--- config.mk ---
export PLATFORM = sky130hd
export DESIGN_NAME = flash_poll_seq
export DESIGN_NICKNAME = d
export VERILOG_FILES = /design/src/rtl/flash_poll_pkg.sv /design/src/rtl/fps_cmd_seq.sv /design/src/rtl/fps_status_eval.sv /design/src/rtl/fps_timer.sv /design/src/rtl/flash_poll_seq.sv
export SDC_FILE = /design/constraint.sdc
export NUM_CORES = 1
export LEC_CHECK = 0
export BUFFER_PORTS_ARGS = -buffer_cell sky130_fd_sc_hd__buf_2
export CAP_MARGIN = 20
export CORE_MARGIN = 3
export CORE_UTILIZATION = 33
export DETAILED_ROUTE_END_ITERATION = 10
export SYNTH_ARGS = -nofsm -noshare
export SYNTH_HDL_FRONTEND = slang
export SYNTH_SLANG_ARGS = --single-unit
--- constraint.sdc ---
create_clock -name clk -period 7.7 [get_ports clk]
set_input_delay 2.31 -clock clk [delete_from_list [all_inputs] [get_ports clk]]
set_output_delay 2.31 -clock clk [all_outputs]
set_load 0.05 [all_outputs]
--- src/rtl/flash_poll_pkg.sv ---
package flash_poll_pkg;

   typedef enum logic [1:0] {
      OP_PROG = 2'd0,
      OP_SECT = 2'd1,
      OP_BLK  = 2'd2,
      OP_CHIP = 2'd3
   } fop_e;

   typedef enum logic [2:0] {
      S_IDLE,
      S_WR,
      S_POLL,
      S_EVAL,
      S_SETTLE,
      S_VRD,
      S_VEVAL
   } fst_e;

   typedef enum logic [1:0] {
      ERR_NONE     = 2'd0,
      ERR_TIMEOUT  = 2'd1,
      ERR_MISMATCH = 2'd2
   } ferr_e;

   localparam logic [7:0] CMD_KEY1  = 8'hAA;
   localparam logic [7:0] CMD_KEY2  = 8'h55;
   localparam logic [7:0] CMD_PROG  = 8'hA0;
   localparam logic [7:0] CMD_ERASE = 8'h80;
   localparam logic [7:0] CMD_SECT  = 8'h30;
   localparam logic [7:0] CMD_BLK   = 8'h50;
   localparam logic [7:0] CMD_CHIP  = 8'h10;

endpackage

--- src/rtl/fps_cmd_seq.sv ---
module fps_cmd_seq
   import flash_poll_pkg::*;
#(
   parameter int ADDR_W = 19,
   parameter int DATA_W = 8,
   parameter logic [ADDR_W-1:0] KEY_ADDR_A = ADDR_W'('h5555),
   parameter logic [ADDR_W-1:0] KEY_ADDR_B = ADDR_W'('h2AAA)
) (
   input  fop_e              op,
   input  logic [2:0]        idx,
   input  logic [ADDR_W-1:0] tgt_addr,
   input  logic [DATA_W-1:0] tgt_data,
   output logic [ADDR_W-1:0] cyc_addr,
   output logic [DATA_W-1:0] cyc_data,
   output logic              cyc_last
);

   localparam int PROG_LAST  = 3;
   localparam int ERASE_LAST = 5;

   always_comb begin
      cyc_addr = KEY_ADDR_A;
      cyc_data = DATA_W'(CMD_KEY1);
      cyc_last = 1'b0;
      if (op == OP_PROG) begin
         case (idx)
            3'd0: begin cyc_addr = KEY_ADDR_A; cyc_data = DATA_W'(CMD_KEY1); end
            3'd1: begin cyc_addr = KEY_ADDR_B; cyc_data = DATA_W'(CMD_KEY2); end
            3'd2: begin cyc_addr = KEY_ADDR_A; cyc_data = DATA_W'(CMD_PROG); end
            default: begin
               cyc_addr = tgt_addr;
               cyc_data = tgt_data;
               cyc_last = (idx >= 3'(PROG_LAST));
            end
         endcase
      end else begin
         case (idx)
            3'd0: begin cyc_addr = KEY_ADDR_A; cyc_data = DATA_W'(CMD_KEY1);  end
            3'd1: begin cyc_addr = KEY_ADDR_B; cyc_data = DATA_W'(CMD_KEY2);  end
            3'd2: begin cyc_addr = KEY_ADDR_A; cyc_data = DATA_W'(CMD_ERASE); end
            3'd3: begin cyc_addr = KEY_ADDR_A; cyc_data = DATA_W'(CMD_KEY1);  end
            3'd4: begin cyc_addr = KEY_ADDR_B; cyc_data = DATA_W'(CMD_KEY2);  end
            default: begin
               cyc_last = (idx >= 3'(ERASE_LAST));
               case (op)
                  OP_SECT: begin cyc_addr = tgt_addr;   cyc_data = DATA_W'(CMD_SECT); end
                  OP_BLK:  begin cyc_addr = tgt_addr;   cyc_data = DATA_W'(CMD_BLK);  end
                  default: begin cyc_addr = KEY_ADDR_A; cyc_data = DATA_W'(CMD_CHIP); end
               endcase
            end
         endcase
      end
   end

endmodule

--- src/rtl/fps_status_eval.sv ---
module fps_status_eval (
   input  logic use_toggle,
   input  logic is_prog,
   input  logic exp_bit7,
   input  logic rd_bit7,
   input  logic rd_bit6,
   input  logic prev_bit6,
   input  logic have_prev,
   output logic complete
);

   logic poll_ok;
   logic toggle_ok;

   // Data polling: program waits for true bit 7, erase waits for a 1.
   assign poll_ok   = is_prog ? (rd_bit7 == exp_bit7) : rd_bit7;
   // Toggle: bit 6 stops alternating once the internal operation ends.
   assign toggle_ok = have_prev && (rd_bit6 == prev_bit6);
   assign complete  = use_toggle ? toggle_ok : poll_ok;

endmodule

--- src/rtl/fps_timer.sv ---
module fps_timer #(
   parameter int W = 8
) (
   input  logic         clk,
   input  logic         rst_n,
   input  logic         load,
   input  logic [W-1:0] load_val,
   input  logic         dec,
   output logic         zero
);

   logic [W-1:0] cnt_q;

   always_ff @(posedge clk or negedge rst_n) begin
      if (!rst_n)                   cnt_q <= '0;
      else if (load)                cnt_q <= load_val;
      else if (dec && cnt_q != '0)  cnt_q <= cnt_q - 1'b1;
   end

   assign zero = (cnt_q == '0);

endmodule

--- src/rtl/flash_poll_seq.sv ---
module flash_poll_seq
   import flash_poll_pkg::*;
#(
   parameter int ADDR_W           = 19,
   parameter int DATA_W           = 8,
   parameter int SETTLE_CYCLES    = 50,
   parameter int PROG_TMO_CYCLES  = 5000,
   parameter int ERASE_TMO_CYCLES = 100000,
   parameter bit VERIFY_PROG      = 1'b1,
   parameter logic [ADDR_W-1:0] UNLOCK_ADDR_A = ADDR_W'('h5555),
   parameter logic [ADDR_W-1:0] UNLOCK_ADDR_B = ADDR_W'('h2AAA)
) (
   input  logic              clk,
   input  logic              rst_n,
   input  logic              req_valid,
   output logic              req_ready,
   input  logic [1:0]        req_op,
   input  logic [ADDR_W-1:0] req_addr,
   input  logic [DATA_W-1:0] req_data,
   input  logic              req_toggle,
   output logic              bus_wr,
   output logic              bus_rd,
   output logic [ADDR_W-1:0] bus_addr,
   output logic [DATA_W-1:0] bus_wdata,
   input  logic [DATA_W-1:0] bus_rdata,
   output logic              done,
   output logic              err,
   output logic [1:0]        err_code,
   output logic [DATA_W-1:0] rd_data
);

   localparam int TMO_MAX = (PROG_TMO_CYCLES > ERASE_TMO_CYCLES) ? PROG_TMO_CYCLES : ERASE_TMO_CYCLES;
   localparam int TMO_W   = $clog2(TMO_MAX + 1);
   localparam int SET_W   = (SETTLE_CYCLES > 1) ? $clog2(SETTLE_CYCLES) : 1;

   generate
      if (DATA_W < 8) begin : g_chk_dw
         $error("DATA_W must be at least 8");
      end
      if (ADDR_W < 2) begin : g_chk_aw
         $error("ADDR_W too small");
      end
      if (SETTLE_CYCLES < 1) begin : g_chk_set
         $error("SETTLE_CYCLES must be at least 1");
      end
      if (PROG_TMO_CYCLES < 2 || ERASE_TMO_CYCLES < 2) begin : g_chk_tmo
         $error("timeout limits must be at least 2");
      end
   endgenerate

   fst_e              st_q;
   fop_e              op_q;
   logic [ADDR_W-1:0] addr_q;
   logic [DATA_W-1:0] data_q;
   logic              tgl_q;
   logic [2:0]        idx_q;
   logic              prev6_q;
   logic              havep_q;
   logic              done_q;
   logic              err_q;
   ferr_e             code_q;
   logic [DATA_W-1:0] rd_q;

   logic [ADDR_W-1:0] seq_addr;
   logic [DATA_W-1:0] seq_data;
   logic              seq_last;
   logic              complete;
   logic              mismatch;
   logic              is_prog;
   logic              tmo_zero;
   logic              set_zero;
   logic              tmo_load;
   logic              set_load;
   logic [TMO_W-1:0]  tmo_val;

   assign is_prog = (op_q == OP_PROG);

   fps_cmd_seq #(
      .ADDR_W     (ADDR_W),
      .DATA_W     (DATA_W),
      .KEY_ADDR_A (UNLOCK_ADDR_A),
      .KEY_ADDR_B (UNLOCK_ADDR_B)
   ) i_cmd_seq (
      .op       (op_q),
      .idx      (idx_q),
      .tgt_addr (addr_q),
      .tgt_data (data_q),
      .cyc_addr (seq_addr),
      .cyc_data (seq_data),
      .cyc_last (seq_last)
   );

   fps_status_eval i_status (
      .use_toggle (tgl_q),
      .is_prog    (is_prog),
      .exp_bit7   (data_q[7]),
      .rd_bit7    (bus_rdata[7]),
      .rd_bit6    (bus_rdata[6]),
      .prev_bit6  (prev6_q),
      .have_prev  (havep_q),
      .complete   (complete)
   );

   assign tmo_load = (st_q == S_WR) && seq_last;
   assign tmo_val  = is_prog ? TMO_W'(PROG_TMO_CYCLES) : TMO_W'(ERASE_TMO_CYCLES);

   fps_timer #(.W(TMO_W)) i_tmo (
      .clk      (clk),
      .rst_n    (rst_n),
      .load     (tmo_load),
      .load_val (tmo_val),
      .dec      ((st_q == S_POLL) || (st_q == S_EVAL)),
      .zero     (tmo_zero)
   );

   assign set_load = (st_q == S_EVAL) && complete;

   fps_timer #(.W(SET_W)) i_settle (
      .clk      (clk),
      .rst_n    (rst_n),
      .load     (set_load),
      .load_val (SET_W'(SETTLE_CYCLES - 1)),
      .dec      (st_q == S_SETTLE),
      .zero     (set_zero)
   );

   generate
      if (VERIFY_PROG) begin : g_verify
         assign mismatch = is_prog && (bus_rdata != data_q);
      end else begin : g_noverify
         assign mismatch = 1'b0;
      end
   endgenerate

   always_ff @(posedge clk or negedge rst_n) begin
      if (!rst_n) begin
         st_q    <= S_IDLE;
         op_q    <= OP_PROG;
         addr_q  <= '0;
         data_q  <= '0;
         tgl_q   <= 1'b0;
         idx_q   <= '0;
         prev6_q <= 1'b0;
         havep_q <= 1'b0;
         done_q  <= 1'b0;
         err_q   <= 1'b0;
         code_q  <= ERR_NONE;
         rd_q    <= '0;
      end else begin
         done_q <= 1'b0;
         err_q  <= 1'b0;
         case (st_q)
            S_IDLE: begin
               if (req_valid) begin
                  op_q   <= fop_e'(req_op);
                  addr_q <= req_addr;
                  data_q <= req_data;
                  tgl_q  <= req_toggle;
                  idx_q  <= '0;
                  st_q   <= S_WR;
               end
            end
            S_WR: begin
               if (seq_last) begin
                  havep_q <= 1'b0;
                  st_q    <= S_POLL;
               end else begin
                  idx_q <= idx_q + 3'd1;
               end
            end
            S_POLL: st_q <= S_EVAL;
            S_EVAL: begin
               if (complete) begin
                  st_q <= S_SETTLE;
               end else if (tmo_zero) begin
                  err_q  <= 1'b1;
                  code_q <= ERR_TIMEOUT;
                  st_q   <= S_IDLE;
               end else begin
                  prev6_q <= bus_rdata[6];
                  havep_q <= 1'b1;
                  st_q    <= S_POLL;
               end
            end
            S_SETTLE: if (set_zero) st_q <= S_VRD;
            S_VRD:    st_q <= S_VEVAL;
            S_VEVAL: begin
               rd_q <= bus_rdata;
               if (mismatch) begin
                  err_q  <= 1'b1;
                  code_q <= ERR_MISMATCH;
               end else begin
                  done_q <= 1'b1;
               end
               st_q <= S_IDLE;
            end
            default: st_q <= S_IDLE;
         endcase
      end
   end

   assign req_ready = (st_q == S_IDLE);
   assign bus_wr    = (st_q == S_WR);
   assign bus_rd    = (st_q == S_POLL) || (st_q == S_VRD);
   assign bus_addr  = (st_q == S_WR) ? seq_addr : addr_q;
   assign bus_wdata = (st_q == S_WR) ? seq_data : '0;
   assign done      = done_q;
   assign err       = err_q;
   assign err_code  = code_q;
   assign rd_data   = rd_q;

endmodule

Word-level counts from Yosys, hierarchy flattened
Cells that the tools add are included.

word-level totals
  input port bits = 41
  bits in registers = 73
  word-level logic and storage cells = 120

cells by class
  mux-type cells = 43
  order comparisons = 2
  bitwise logic cells = 2
  $add $sub $neg = 3
  reduce and logical (&&, ||, !) cells = 33
  equal/unequal tests = 23

operator list
  kind                                                                    number
  19-bit one-hot mux with 2 select lines                                  2
  19-bit two-way mux                                                      3
  17-bit two-way mux                                                      3
  8-bit one-hot mux with 3 select lines                                   2
  3-bit two-way mux                                                       6
  3-bit one-hot mux with 6 select lines                                   1
  17-bit zero test                                                        1
  17-bit nonzero test                                                     1
  17-bit by 1-bit subtractor with 17-bit output (second input constant)   1
  8-bit two-way mux                                                       2
  7-bit one-hot mux with 2 select lines                                   1
  1-bit two-way mux                                                       13
  3-bit by 2-bit equality test with 1-bit output (second input constant)  4
  3-bit equality test (second input constant)                             4
  6-bit two-way mux                                                       2
  2-bit != test (second input constant)                                   6
  2-bit nonzero test                                                      5
  3-bit AND reduction                                                     3
  2-bit two-way mux                                                       4
  8-bit != test                                                           1
  4-bit AND reduction                                                     2
  2-bit OR reduction                                                      4
  3-bit by 1-bit equality test with 1-bit output (second input constant)  2
  1-bit logical AND                                                       6
  other kinds (20)                                                        27

Logic depth before layout (Yosys ltp)
Gate-level depths: netlist of run 1.

  word-level depth = 6
  mapped depth = 9

By module
From an unflattened synthesis of run 1, not the netlist that was laid out.

second synthesis, totals
  cells, all modules = 446
  area total of the unflattened synthesis = 4708.3 µm²

modules (own cells, without submodules)
  module                 cells an instance  area each (µm²)  times used  sequential area each (µm²)
  flash_poll_seq         186                2558.7           1           1251.2
  fps_timer at i_tmo     130                1136.1           1           425.4
  fps_cmd_seq            80                 569.3            1           0.0
  fps_timer at i_settle  44                 395.4            1           150.1
  fps_status_eval        6                  48.8             1           0.0

Worst setup path after synthesis of run 1
No wires, ideal clock.

  kind = register to output
  from = reg st_q[0]
  to = out bus_wdata[1]
  path slack = 3.031 ns
  arrival time = 2.359 ns
  cell stages (with the launch flop) = 8
  required time = 5.390 ns
  cell sequence = dfrtp_1 > inv_2 > or3_1 > buf_2 > inv_2 > buf_2 > o21ai_0 > a21oi_1

between the ends
  word-level cells in the longest chain between the ends = 2

RTL lines
  what                                            line                   text
  start, declared                                 flash_poll_seq.sv:51   fst_e st_q;
  start signal, assigned                          flash_poll_seq.sv:137  st_q <= S_IDLE;
  start signal, assigned                          flash_poll_seq.sv:160  st_q <= S_WR;
  start signal, assigned                          flash_poll_seq.sv:166  st_q <= S_POLL;
  3-bit by 1-bit equality test with 1-bit output  --
  net bus_wr                                      flash_poll_seq.sv:21   output logic bus_wr,
  8-bit two-way mux                               flash_poll_seq.sv:206  assign bus_wdata = (st_q == S_WR) ? seq_data : '0;
  end, declared                                   flash_poll_seq.sv:24   output logic [DATA_W-1:0] bus_wdata,

The timed path passes the listed nets, and every way through them passes these cells.

Worst setup path after layout of run 1
  from = reg idx_q[0]
  to = out bus_addr[14]

between the ends
  word-level cells in the longest chain between the ends = 5

RTL lines
  what                                                                       line                                  text
  start, declared                                                            flash_poll_seq.sv:56                  logic [2:0] idx_q;
  start signal, assigned                                                     flash_poll_seq.sv:168                 idx_q <= idx_q + 3'd1;
  3-bit by 2-bit equality test with 1-bit output (tied with other cells)     fps_cmd_seq.sv:26, fps_cmd_seq.sv:37
  3-bit OR reduction (no line) / 2-bit OR reduction (equally long branches)  --
  19-bit one-hot mux with 2 select lines, on equally long branches           fps_cmd_seq.sv:37, fps_cmd_seq.sv:26
  19-bit two-way mux (*)                                                     fps_cmd_seq.sv:25                     if (op == OP_PROG) begin
  19-bit two-way mux (*)                                                     flash_poll_seq.sv:205                 assign bus_addr = (st_q == S_WR) ? seq_addr : addr_q;
  end, declared                                                              flash_poll_seq.sv:23                  output logic [ADDR_W-1:0] bus_addr,

Every way passes the cells marked *; elsewhere a longest branch is shown, timed or not.

==> results.json, run 1 <==
{
  "slowest_delay_ns": 0.52,
  "drtIter0Drc": 120,
  "cts_buffer_depth": 2,
  "synth_cell_types": 55,
  "worstPathArrival_ns": 2.64,
  "met1_usage_pct": 19.7,
  "area_growth_syn_to_layout_pct": 23.0,
  "grt_pass1_wl_mm": 16.4,
  "fillers": 1159,
  "worstPathRequired_ns": 5.39,
  "status": "finished clean",
  "syn_area_sq_um": 3990,
  "clk_pin_slew_ns": 0.06,
  "yosysMostFrequentCell": "nand2_1",
  "synthCells": 435,
  "post_cts_buffers": 0,
  "cp_max_fo": 8,
  "ys_warn_count": 0,
  "synth.top_cell.area_share_pct": 45.8,
  "grt_pass1_vias": 3421,
  "grt-ovfl-total": 0,
  "startpoint_type": "register",
  "start_util_pct": 34.4,
  "drive_gt1_share_pct": 23.8,
  "placement.io_buffers": 82,
  "wl_per_cell_um": 14.8,
  "htreeDepth": 3,
  "grt_max_degree": 74,
  "finalCriticalPeriod_ns": 4.95,
  "worst_setup_path_end_kind": "primary output",
  "grt_usage_pct": 15.3,
  "fmax_mhz": 202,
  "clkLatencyLatePin_ns": 0.33,
  "ys_seq_area_share_pct": 45.8,
  "fin_crit_sh_pct": 64.3,
  "core_sq_um": 11600,
  "diodes": 0,
  "vias_per_cell": 5.08,
  "first_pass_iters": 4,
  "synth-seq-cells": 73,
  "antenna_found_initial": 0,
  "timing.hold.ws_ns": 0.467,
  "fin_skew_ns": 0.00468,
  "grt.busiest_layer": "met2",
  "num_vias": 3376,
  "crit_chain": "inv_1 > ha_1 > mux2_2 > nor2_1 > o21ai_0 > a21oi_1 > o21a_1 > buf_2",
  "yosysTopAreaCell": "dfrtp_1",
  "setup_viol": 0,
  "holdCritPathClass": "register to register",
  "finalHoldViolCount": 0,
  "post_cts_resized": 0,
  "cts_tree": "yes",
  "synth_edf_count": 0,
  "die-area_sq_um": 13400,
  "avgSynthCellArea_sq_um": 9.17,
  "fp-row-count": 39,
  "cap_violations": 0,
  "worst_slew_pin_slew_ns": 0.918,
  "io_pins": 83,
  "nNetsFinal": 569,
  "routabilityCongestion": 0.890,
  "async_flop_share_pct": 100,
  "syn_nets": 488,
  "drc_errors": 0,
  "grt_use_met3_pct": 4.18,
  "ctsRootBufferMaster": "clkbuf_16",
  "slew_viol_final": 0,
  "synthTopCellsByArea": "dfrtp_1 46%, nand2_1 10%, ha_1 3.8%",
  "cts_sinks": 73,
  "slew_headroom_pct": 38.8,
  "cts_hold_buf": 0,
  "die_w_um": 116,
  "post-dp-hpwl_mm": 7.17,
  "die_y_um": 116,
  "grtUsageMet2_pct": 23.9,
  "numCtsBuffers": 9,
  "rsz0062_at_grt": "no",
  "synth_common_cells": "107 x nand2_1, 73 x dfrtp_1, 24 x nor2_1, 17 x o21ai_0, 16 x xnor2_1",
  "path_class": "register to primary output",
  "cp_slowest_cell": "a21oi_1",
  "synth_flop_cell": "dfrtp_1",
  "routed_wirelength_mm": 9.82,
  "antenna_left": 0,
  "tns_ns": 0
}
worst max-delay path, delay by kind of cell (launching register included):
family	cells	cell delay, ns
compound gates	3	0.76
fa+ha+maj	1	0.30
buf+inv	2	0.38
flops	1	0.43
mux	1	0.34
simple gates	1	0.09
per-layer routing:
metal | routed length, um | vias up
li1 | - | 1660
met1 | 4470 | 1595
met2 | 4500 | 91
met3 | 525 | 30
met4 | 323 | 0
met5 | 0 | -
sequential cells by signal, summed over array words and instances (netlist names):
| register | flops |
|---|---|
| addr_q | 19 |
| i_tmo.cnt_q | 17 |
| data_q | 8 |
| rd_data | 8 |
| i_settle.cnt_q | 6 |
| idx_q | 3 |
| st_q | 3 |
| err_code | 2 |
| op_q | 2 |
| done | 1 |
| err | 1 |
| havep_q | 1 |
| prev6_q | 1 |
| tgl_q | 1 |
cell type report:
type | count | area (sq um) | share of cell area (%)
sequential | 73 | 1830 | 37.2
inverter | 15 | 56.3 | 1.15
clock buffer | 10 | 239 | 4.87
tap | 143 | 179 | 3.65
multi-input combinational | 331 | 2040 | 41.5
timing repair buffer | 86 | 480 | 9.79
clock inverter | 6 | 91.3 | 1.86
cell usage in the layout (no fill, tap or decap), types with 5 or more instances in the layout:
cell type  instances
nand2_1          107
buf_2             82
dfrtp_1           73
nor2_1            24
o21ai_0           17
xnor2_1           16
nand3_1           15
a21oi_1           14
inv_1             13
a21o_1            13
ha_1              12
mux2_2            10
or3_1              9
nor3_1             9
clkbuf_16          9
nor2b_1            7
o21a_1             7
xor2_1             7
o211ai_1           6
nand4_1            5
path summary, 6_finish.rpt:
path / from / to / slack, ns / depth (start not counted)
worst min-delay path: addr_q[18]$_DFFE_PN0P_ / addr_q[18]$_DFFE_PN0P_ / 0.47 / 2
max in group asynchronous: rst_n / addr_q[0]$_DFFE_PN0P_ / 4.90 / 2
worst min register to register: addr_q[18]$_DFFE_PN0P_ / addr_q[18]$_DFFE_PN0P_ / 0.47 / 2
worst max-delay path: idx_q[0]$_DFFE_PN0P_ / bus_addr[14] / 2.75 / 8
min in group asynchronous: rst_n / i_tmo.cnt_q[11]$_DFFE_PN0P_ / 2.18 / 2
worst max register to register: op_q[1]$_DFFE_PN0P_ / i_tmo.cnt_q[2]$_DFFE_PN0P_ / 4.83 / 7
cell families after synthesis:
kind of cell | after synthesis | synth area share [%]
simple gates | 200 | 24.0
compound gates | 81 | 14.0
flops | 73 | 45.8
buf+inv | 31 | 3.20
xor+xnor | 23 | 5.05
mux | 15 | 4.20
fa+ha+maj | 12 | 3.76
metrics by stage:
stage	std cells	instance area [sq um]	worst slack, ns	util [%]
finish	664	4910	2.75	42.3
global placement	645	4520	3.22	38.9
floorplan	435	3990	3.03	-
global route	664	4910	2.53	42.3
CTS	661	4850	2.77	41.7
detailed placement	645	4520	3.14	38.9
Power of run 1 is left out: the tool's default activity adds up to more than one toggle a clock period on the data nets, which glitch-free logic cannot reach.
==> inputs of run 2 (changes only) <==
==> constraint.sdc (replaced) <==
create_clock -name clk -period 4.3 [get_ports clk]
set_input_delay 1.29 -clock clk [delete_from_list [all_inputs] [get_ports clk]]
set_output_delay 1.29 -clock clk [all_outputs]
set_load 0.05 [all_outputs]
==> results.json, run 2 (synthesis gave the netlist of run 1 again) <==
{
  "rsz0062_at_grt": "no",
  "met1_usage_pct": 20.2,
  "r2r_cells": 7,
  "fp-row-count": 39,
  "grtUsageMet2_pct": 24.7,
  "cp_max_fo": 8,
  "grt_use_met3_pct": 4.96,
  "regToRegSetupSlack_ns": 1.39,
  "post-dp-hpwl_mm": 7.45,
  "tns_ns": 0,
  "wl_per_cell_um": 15.1,
  "grt_pass1_vias": 3370,
  "cap_violations": 0,
  "clk_pin_slew_ns": 0.05,
  "final_area_sq_um": 4850,
  "routed_wirelength_mm": 10.0,
  "top_register": "addr_q",
  "multi_input_area_sq_um": 2040,
  "slew_viol_final": 0,
  "fin_crit_sh_pct": 90.6,
  "worstPathRequired_ns": 3.01,
  "drc_errors": 0,
  "grt-ovfl-total": 0,
  "cts_sinks": 73,
  "setup_viol": 0,
  "start_util_pct": 34.4,
  "nNetsFinal": 569,
  "clkLatencyLatePin_ns": 0.34,
  "drive_gt1_share_pct": 23.5,
  "ff_latch_area_sq_um": 1830,
  "layout_common_cells": "107 x nand2_1, 82 x buf_2, 73 x dfrtp_1",
  "cts_hold_buf": 0,
  "largest_reg_flops": 19,
  "diodes": 0,
  "fillers": 1167,
  "startpoint_type": "register",
  "final_common_cell": "nand2_1",
  "fmax_mhz": 257,
  "worstPathArrival_ns": 2.61,
  "cp_num_buf_inv": 2,
  "reg_top3": "addr_q (19), i_tmo.cnt_q (17)",
  "slew_headroom_pct": 28.9,
  "io_pins": 83,
  "min_from": "addr_q[18]$_DFFE_PN0P_",
  "slowest_delay_ns": 0.49,
  "vias_per_cell": 5.08,
  "cts_tree": "yes",
  "post_cts_resized": 0,
  "first_pass_iters": 4,
  "post_dp_cell_area_sq_um": 4520,
  "crit_chain": "inv_1 > ha_1 > mux2_2 > nor2_1 > o21ai_0 > a21oi_1 > o21a_1 > buf_2",
  "post_cts_buffers": 0,
  "status": "finished clean",
  "placement.io_buffers": 82,
  "grt_pass1_wl_mm": 16.3,
  "holdCritPathClass": "register to register",
  "fin_skew_ns": 0.00349,
  "ctsRootBufferMaster": "clkbuf_16",
  "worst_setup_path_end_kind": "primary output",
  "r2r_end": "i_tmo.cnt_q[3]$_DFFE_PN0P_",
  "grt_usage_pct": 15.4,
  "drtIter0Drc": 115,
  "cp_slowest_cell": "a21oi_1",
  "finalCriticalPeriod_ns": 3.90,
  "die_w_um": 116,
  "cts_buffer_depth": 2,
  "worst_slew_pin_slew_ns": 1.06,
  "routabilityCongestion": 0.902,
  "die_y_um": 116,
  "timing.hold.ws_ns": 0.469,
  "path_class": "register to primary output",
  "antenna_found_initial": 0,
  "htreeDepth": 3,
  "whs_endpoint": "addr_q[18]$_DFFE_PN0P_",
  "grt_max_degree": 34,
  "rr_startpoint": "op_q[0]$_DFFE_PN0P_",
  "core_sq_um": 11600,
  "critical-path-top-delay-family": "compound AO/OA/AOI/OAI gates",
  "num_vias": 3366,
  "area_growth_syn_to_layout_pct": 21.5,
  "antenna_left": 0,
  "min_delay_path_depth": 2,
  "grt.busiest_layer": "met2",
  "die-area_sq_um": 13400,
  "finalHoldViolCount": 0,
  "numCtsBuffers": 9
}
==> run 2: how the worst max path moves through the flow <==
stage                               from           end  slack [ns]  cells after the start
finish              idx_q[0]$_DFFE_PN0P_  bus_addr[14]        0.40                      8
global route         op_q[0]$_DFFE_PN0P_  bus_addr[12]        0.22                      8
CTS                 idx_q[0]$_DFFE_PN0P_  bus_addr[14]        0.41                      8
detailed placement  idx_q[0]$_DFFE_PN0P_  bus_addr[14]        0.78                      8
global placement    idx_q[0]$_DFFE_PN0P_  bus_addr[12]        0.84                      8
floorplan            st_q[0]$_DFFE_PN0P_  bus_wdata[1]        0.65                      7
==> run 2: routing by layer <==
metal,vias up,wire [um]
li1,1654,-
met1,1617,4610
met2,79,4830
met3,16,433
met4,0,137
met5,-,0
==> run 2: area by class of cell <==
cell class	count	area share (%)
well taps	143	3.69
inverters	15	1.16
flip-flops and latches	73	37.7
clock buffers	11	5.21
multi-input cells	331	42.0
repair buffers	86	9.91
clock inverters	3	0.361
==> run 2: worst reg2reg max path: stages (launching register included) <==
cell and delay, ns:
dfrtp_1 0.39, inv_1 0.10, ha_1 0.46, inv_1 0.31
a2111oi_1 0.53, o211ai_1 0.55, o211ai_1 0.26, o311ai_0 0.16
==> run 2: metrics by stage <==
stage | setup WS (ns) | instances | util, %
after floorplan | 0.651 | 435 | -
after global placement | 0.840 | 646 | 38.9
after detailed placement | 0.776 | 646 | 38.9
after CTS | 0.413 | 660 | 41.3
after global routing | 0.222 | 662 | 41.7
final | 0.405 | 662 | 41.7
Power of run 2 is left out for the same reason.
==> inputs of run 3 (changes only) <==
--- a/config.mk
+++ b/config.mk
@@ -9,6 +9,7 @@
 export CAP_MARGIN = 20
 export CORE_MARGIN = 3
 export CORE_UTILIZATION = 33
+export CTS_BUF_LIST = sky130_fd_sc_hd__clkbuf_16
 export DETAILED_ROUTE_END_ITERATION = 10
 export SYNTH_ARGS = -nofsm -noshare
 export SYNTH_HDL_FRONTEND = slang
==> results.json, run 3 (synthesis gave the netlist of run 1 again) <==
{
  "critical-path-top-delay-family": "compound AO/OA/AOI/OAI gates",
  "post_cts_resized": 0,
  "fin_crit_sh_pct": 90.6,
  "tns_ns": 0,
  "drive_gt1_share_pct": 23.1,
  "drc_errors": 0,
  "grt_pass1_vias": 3384,
  "worst_setup_path_end_kind": "primary output",
  "post_cts_buffers": 0,
  "finalCriticalPeriod_ns": 3.90,
  "min_delay_path_depth": 2,
  "nNetsFinal": 569,
  "startpoint_type": "register",
  "setup_viol": 0,
  "cts_hold_buf": 0,
  "die_w_um": 116,
  "grt_usage_pct": 15.5,
  "layout_common_cells": "107 x nand2_1, 82 x buf_2, 73 x dfrtp_1",
  "whs_endpoint": "addr_q[18]$_DFFE_PN0P_",
  "post-dp-hpwl_mm": 7.45,
  "slew_headroom_pct": 29.5,
  "clk_pin_slew_ns": 0.05,
  "min_from": "addr_q[18]$_DFFE_PN0P_",
  "routabilityCongestion": 0.902,
  "vias_per_cell": 5.10,
  "fp-row-count": 39,
  "holdCritPathClass": "register to register",
  "reg_top3": "addr_q (19), i_tmo.cnt_q (17)",
  "htreeDepth": 3,
  "cp_num_buf_inv": 2,
  "area_growth_syn_to_layout_pct": 21.0,
  "first_pass_iters": 4,
  "fin_cells": 662,
  "worst_slew_pin_slew_ns": 1.05,
  "clkLatencyLatePin_ns": 0.34,
  "grt-ovfl-total": 0,
  "drtIter0Drc": 114,
  "final_common_cell": "nand2_1",
  "fin_skew_ns": 0.00447,
  "cts_buffer_depth": 2,
  "fmax_mhz": 257,
  "grt_pass1_wl_mm": 16.4,
  "rsz0062_at_grt": "no",
  "r2r_cells": 7,
  "num_vias": 3379,
  "cts_tree": "yes",
  "antenna_left": 0,
  "multi_input_area_sq_um": 2040,
  "top_register": "addr_q",
  "regToRegSetupSlack_ns": 1.38,
  "r2r_end": "i_tmo.cnt_q[3]$_DFFE_PN0P_",
  "cp_slowest_cell": "a21oi_1",
  "worstPathRequired_ns": 3.01,
  "start_util_pct": 34.4,
  "core_sq_um": 11600,
  "routed_wirelength_mm": 10.0,
  "finalHoldViolCount": 0,
  "cap_violations": 0,
  "fin_util_pct": 41.6,
  "cp_max_fo": 8,
  "ctsRootBufferMaster": "clkbuf_16",
  "die-area_sq_um": 13400,
  "worstPathArrival_ns": 2.61,
  "grt_max_degree": 34,
  "status": "finished clean",
  "cts_sinks": 73,
  "slew_viol_final": 0,
  "dpl.cell_count": 646,
  "fillers": 1166,
  "rr_startpoint": "op_q[0]$_DFFE_PN0P_",
  "largest_reg_flops": 19,
  "numCtsBuffers": 9,
  "placement.io_buffers": 82,
  "slowest_delay_ns": 0.49,
  "path_class": "register to primary output",
  "ff_latch_area_sq_um": 1830,
  "crit_chain": "inv_1 > ha_1 > mux2_2 > nor2_1 > o21ai_0 > a21oi_1 > o21a_1 > buf_2",
  "wl_per_cell_um": 15.1,
  "diodes": 0,
  "die_y_um": 116,
  "io_pins": 83,
  "antenna_found_initial": 0
}
-- run 3: metal layers --
layer / wire (um) / up-vias / track usage [%]
met2: 4770 / 88 / 24.8
met3: 491 / 22 / 4.96
met5: 0 / - / 0
met1: 4550 / 1612 / 20.2
met4: 195 / 0 / 4.41
li1: - / 1657 / -
-- run 3: how the worst max path moves through the flow --
| stage | start | to | slack, ns | cells past startpoint |
|---|---|---|---|---|
| finish | idx_q[0]$_DFFE_PN0P_ | bus_addr[6] | 0.40 | 8 |
| global placement | idx_q[0]$_DFFE_PN0P_ | bus_addr[12] | 0.84 | 8 |
| global route | op_q[0]$_DFFE_PN0P_ | bus_addr[12] | 0.22 | 8 |
| detailed placement | idx_q[0]$_DFFE_PN0P_ | bus_addr[14] | 0.78 | 8 |
| floorplan | st_q[0]$_DFFE_PN0P_ | bus_wdata[1] | 0.65 | 7 |
| CTS | idx_q[0]$_DFFE_PN0P_ | bus_addr[14] | 0.41 | 8 |
-- run 3: through the flow --
stage	cell area [sq um]	hold slack, ns	setup slack [ns]
final	4830	0.469	0.405
after global routing	4830	0.508	0.223
after CTS	4770	0.473	0.413
after detailed placement	4520	0.460	0.776
after global placement	4520	0.452	0.840
after floorplan	3990	0.438	0.651
-- run 3: worst register-to-register path, stage by stage, from the launching register on --
cell and delay [ns]:
dfrtp_1 0.39, inv_1 0.10, ha_1 0.47, inv_1 0.31
a2111oi_1 0.53, o211ai_1 0.55, o211ai_1 0.26, o311ai_0 0.16
-- run 3: cell type report --
| type | instances | area share [%] |
|---|---|---|
| Inverter | 15 | 1.17 |
| Multi-Input combinational cell | 331 | 42.2 |
| Timing Repair Buffer | 86 | 9.95 |
| Clock inverter | 5 | 0.518 |
| Tap cell | 143 | 3.71 |
| Sequential cell | 73 | 37.8 |
| Clock buffer | 9 | 4.66 |
Power of run 3 is left out for the same reason.
